$ cat src/rtl/i2c_eeprom_slave.sv
module i2c_eeprom_slave #(
  parameter int         AW       = 8,
  parameter logic [7:0] INIT_MUL = 8'd29,
  parameter logic [7:0] INIT_ADD = 8'h5A
) (
  input  logic clk,
  input  logic rst_n,
  input  logic scl_in,
  input  logic sda_in,
  output logic sda_out,
  output logic bit_err
);
  localparam int BW = 8;
  localparam int TW = $clog2(2 * BW + 2);
  localparam logic [TW-1:0] T_CMD  = TW'(BW + 1);
  localparam logic [TW-1:0] T_BYTE = TW'(2 * BW + 1);

  function automatic logic [BW-1:0] rom_byte(input logic [AW-1:0] a);
    return BW'(a) * INIT_MUL + INIT_ADD;
  endfunction

  logic scl_q, sda_q;
  logic [TW-1:0] tick;
  logic ack_pend, have_addr, rd_mode;
  logic [BW-1:0] addr, data;

  logic bus_cond, start_c, stop_c, active, scl_rise, bit_ok;
  logic [BW-1:0] addr_shift, addr_inc;

  assign bus_cond   = scl_q & scl_in & (sda_q ^ sda_in);
  assign start_c    = bus_cond & ~sda_in;
  assign stop_c     = bus_cond & sda_in;
  assign active     = (tick != '0) | ack_pend;
  assign scl_rise   = ~scl_q & scl_in;
  assign bit_ok     = (sda_q == sda_in);
  assign addr_shift = {addr[BW-2:0], sda_in};
  assign addr_inc   = BW'(addr[AW-1:0] + AW'(1));

  always_ff @(posedge clk) begin
    if (!rst_n) begin
      scl_q     <= 1'b1;
      sda_q     <= 1'b1;
      tick      <= '0;
      ack_pend  <= 1'b0;
      have_addr <= 1'b0;
      rd_mode   <= 1'b0;
      addr      <= '0;
      data      <= rom_byte('0);
      sda_out   <= 1'b1;
      bit_err   <= 1'b0;
    end else begin
      scl_q   <= scl_in;
      sda_q   <= sda_in;
      bit_err <= 1'b0;
      if (start_c) begin
        tick      <= TW'(1);
        ack_pend  <= 1'b0;
        have_addr <= 1'b0;
        rd_mode   <= 1'b0;
        sda_out   <= 1'b1;
        data      <= rom_byte(addr[AW-1:0]);
      end else if (stop_c) begin
        tick     <= '0;
        ack_pend <= 1'b0;
        sda_out  <= 1'b1;
        data     <= rom_byte(addr[AW-1:0]);
      end else if (active && scl_rise) begin
        if (ack_pend) begin
          sda_out  <= 1'b0;
          ack_pend <= 1'b0;
          if (tick == T_BYTE) tick <= T_CMD;
        end else if (!bit_ok) begin
          bit_err <= 1'b1;
        end else if (tick < T_CMD) begin
          sda_out <= 1'b1;
          tick    <= tick + TW'(1);
          if (tick == T_CMD - TW'(1)) begin
            rd_mode  <= sda_in;
            ack_pend <= 1'b1;
          end
        end else begin
          sda_out <= 1'b1;
          tick    <= tick + TW'(1);
          if (rd_mode) begin
            sda_out <= data[BW-1];
            data    <= {data[BW-2:0], 1'b0};
          end else if (!have_addr) begin
            addr <= addr_shift;
          end
          if (tick == T_BYTE - TW'(1)) begin
            ack_pend <= 1'b1;
            if (rd_mode) begin
              addr <= addr_inc;
              data <= rom_byte(addr_inc[AW-1:0]);
            end else if (!have_addr) begin
              have_addr <= 1'b1;
              data      <= rom_byte(addr_shift[AW-1:0]);
            end
          end
        end
      end
    end
  end
endmodule


$ cat config.mk
export PLATFORM = sky130hd
export DESIGN_NAME = i2c_eeprom_slave
export DESIGN_NICKNAME = d
export VERILOG_FILES = /design/src/rtl/i2c_eeprom_slave.sv
export SDC_FILE = /design/constraint.sdc
export NUM_CORES = 1
export LEC_CHECK = 0
export BUFFER_PORTS_ARGS = -buffer_cell sky130_fd_sc_hd__buf_2
export CORE_MARGIN = 2
export CORE_UTILIZATION = 35
export DETAILED_ROUTE_END_ITERATION = 10
export REMOVE_ABC_BUFFERS = 1
export SYNTH_ARGS = -nofsm -noshare
export SYNTH_HDL_FRONTEND = slang
export SYNTH_SLANG_ARGS = --single-unit
$ cat constraint.sdc
create_clock -name clk -period 4.8 [get_ports clk]
set_input_delay 0.72 -clock clk [delete_from_list [all_inputs] [get_ports clk]]
set_output_delay 0.72 -clock clk [all_outputs]
set_load 0.01 [all_outputs]
==> reports/qor.yml <==
report.final.slew_viol_count: 0
insertedDiodeCount: 0
start_util_pct: 35.5
hp-class: "reg -> reg"
peakVddDrop_uv: 94.3
power.leakage_nw: 1.60
setup_viol: 0
drv_cap: 0
required_ps: 4980
drtAntennaViolNets: 0
first_pass_iters: 4
crit_arrival_ps: 4280
drt_iter0_drc: 95
dp_hpwl_mm: 5.82
postCtsSetupRepairBufs: 0
rrSetupSlack_ps: 690
utilization_pct: 37.5
grt_pass1_wl_mm: 12.8
synthMuxAreaShare_pct: 1.90
fp-row-count: 35
wl_per_cell_um: 15.4
critPathMaxStageDelay_ps: 550
cts_made_buffers: 3
cp-start-kind: "flop"
endpoint: "data[7]$_SDFFE_PN0P_"
synthCells: 372
synth_top_family_by_area: "adder cells"
fmax_ghz: 0.244
synth_edf_count: 0
netlist_area_um2: 3220
antenna_found_initial: 0
cts_tree: "yes"
hold_buffers: 0
die-area_um2: 9990
cp_slowest_cell: "fa_1"
finalHoldViolations: 0
die_h_um: 99.9
overflow: 0
drc_errors: 0
gp_congestion: 0.914
ys_seq_area_share_pct: 17.4
viasPerCell: 5.38
r2r-end: "data[7]$_SDFFE_PN0P_"
synth_xor_xnor_area_share_pct: 12.6
yosysWarnings: 0
nets: 438
numPortBuffers: 5
gr-usage-all-layers_pct: 15.7
status: "complete, no violations"
fin_setup_tns_ps: 0
ys_ff_latch: 28
critPathKind: "reg -> reg"
grt_pass1_vias: 2557
cp_max_fo: 9
worstMarginPinSlew_ps: 759
die_x_um: 99.9
synthArstFlopShare_pct: 0
drive_above_1_share_pct: 6.23
area_delta_synth_final_pct: 5.51
crit_top_cell: "nor2_1"
synthSimpleGateAreaFrac_pct: 13.4
grt_start_max_net_pins: 25
core_area_um2: 9060
synthAdderAreaFrac_pct: 29.0
post_cts_resized: 0
clkSlewWorstSetupHoldPaths_ps: 100
fin_skew_ps: 10.1
via_count: 2581
rr_worst_depth: 15
rsz0062_at_grt: "no"
syn_avg_cell_area_um2: 8.66
cp_cell_sequence: "ha_1 -> xnor2_1 -> inv_1 -> nor2_1 -> nor2_1 -> xor2_1 -> fa_1 -> fa_1 -> inv_1 -> ha_1 -> a21o_1 -> a21oi_1 -> xnor3_1 -> nor2_1 -> o32ai_2"
h-tree-depth: 1
worstSkewPairLatency_ps: 280
synth_compound_area_share_pct: 18.5
period_needed_ps: 4110
hp-start: "data[0]$_SDFFE_PN0P_"
p_per_area_nw_per_um2: 130
wl_mm: 7.40
clkSinkCount: 28
ios: 6
fin_crit_sh_pct: 85.5
relSlewSlack_pct: 49.3
cts_buffer_depth: 2
end_kind: "flop"
yosysUniqueCellTypes: 57
synthFlopType: "dfxtp_1"
cts-root-buf: "clkbuf_8"
final cells by class:
class	instances	area [um2]
Timing Repair Buffer	10	62.6
Fill cell	938	5670
Sequential cell	28	561
Multi-Input combinational cell	287	2430
Inverter	40	150
Clock buffer	4	55.1
Tap cell	111	139
kinds of logic after synthesis:
group | count (synthesis)
multiplexers | 6
flip-flops | 28
adder cells (fa/ha/maj) | 64
XOR/XNOR | 40
AO/OA/AOI/OAI | 89
AND/OR/NAND/NOR | 88
buffers and inverters | 57
layer usage:
metal | GRT usage [%] | routed length [um] | vias to the layer above
li1 | - | - | 1276
met1 | 22.2 | 3580 | 1233
met2 | 26.1 | 3380 | 59
met3 | 1.60 | 278 | 13
met4 | 3.48 | 163 | 0
met5 | 0 | 0 | -
registers in the layout, indices dropped and copies added, names as in the netlist, named ones only:
signal     count
scl_q          1
bit_err        1
ack_pend       1
addr           7
tick           5
data           8
sda_out        1
have_addr      1
sda_q          1
rd_mode        1
report_power, final:
group          switching, mW  internal, mW  total [mW]  leakage, nW
logic                 0.0296        0.0189      0.0485         1.34
clock network         0.0783        0.0737       0.152       0.0288
registers            0.00512         0.238       0.243        0.227
total                  0.113         0.330       0.444         1.60
how the worst min path moves through the flow:
stage,to,slack (ps),cells after the start
6_report,data[0]$_SDFFE_PN0P_,520,2
5_1_grt,data[0]$_SDFFE_PN0P_,550,2
4_1_cts,data[1]$_SDFFE_PN1P_,530,2
3_5_place_dp,data[1]$_SDFFE_PN1P_,500,2
3_3_place_gp,data[1]$_SDFFE_PN1P_,500,2
2_1_floorplan,data[1]$_SDFFE_PN1P_,470,2
cell usage after synthesis, types with 3 or more instances:
cell type / n / share of area, %
clkbuf_1: 11 / 1.3
o211a_1: 6 / 1.9
inv_1: 40 / 4.7
xnor3_1: 3 / 2.1
xnor2_1: 26 / 7.1
o21a_1: 3 / 0.70
nand4_1: 3 / 0.58
mux2i_1: 5 / 1.6
nand3_1: 4 / 0.62
xor2_1: 9 / 2.4
o22ai_1: 7 / 1.4
nor2_1: 25 / 2.9
a31oi_1: 3 / 0.58
o21ai_0: 11 / 1.7
ha_1: 46 / 18
dfxtp_1: 28 / 17
o21ai_1: 8 / 1.2
o211ai_1: 5 / 1.2
buf_2: 3 / 0.47
and3_1: 5 / 0.97
a21oi_1: 23 / 3.6
nor4_1: 3 / 0.58
nand2_1: 30 / 3.5
fa_1: 18 / 11
a21o_1: 6 / 1.4
critical path, delay by kind of cell (launching register included):
family	cells	cell delay, ps
AND/OR/NAND/NOR	3	410
XOR/XNOR	3	780
AO/OA/AOI/OAI	3	410
adder cells (fa/ha/maj)	4	1680
flip-flops	1	500
buffers and inverters	2	220
cells in the final DEF (no fill, tap or decap), drive strengths merged, types with 4 or more instances in the layout:
cell	Yosys	final
ha	46	46
clkbuf	11	4
o211a	6	6
xor2	9	9
xnor2	28	28
dfxtp	28	28
nand2	31	31
o22ai	7	7
o211ai	5	5
mux2i	5	5
inv	40	40
nand4	4	4
buf	6	10
and3	5	5
o21ai	19	19
fa	18	18
nand3	4	4
a21oi	24	24
nor2	25	25
a21o	6	6
stage by stage:
stage	std cells	power, mW	hold WS, ps	worst slack, ps	instance area (um2)
2_1_floorplan	355	0.281	473	700	3140
3_3_place_gp	476	0.296	502	787	3340
3_5_place_dp	476	0.297	505	678	3340
4_1_cts	480	0.449	530	676	3400
5_1_grt	480	0.467	555	343	3400
6_report	480	0.444	523	694	3400
No activity file was read; power rests on OpenSTA's default activity.
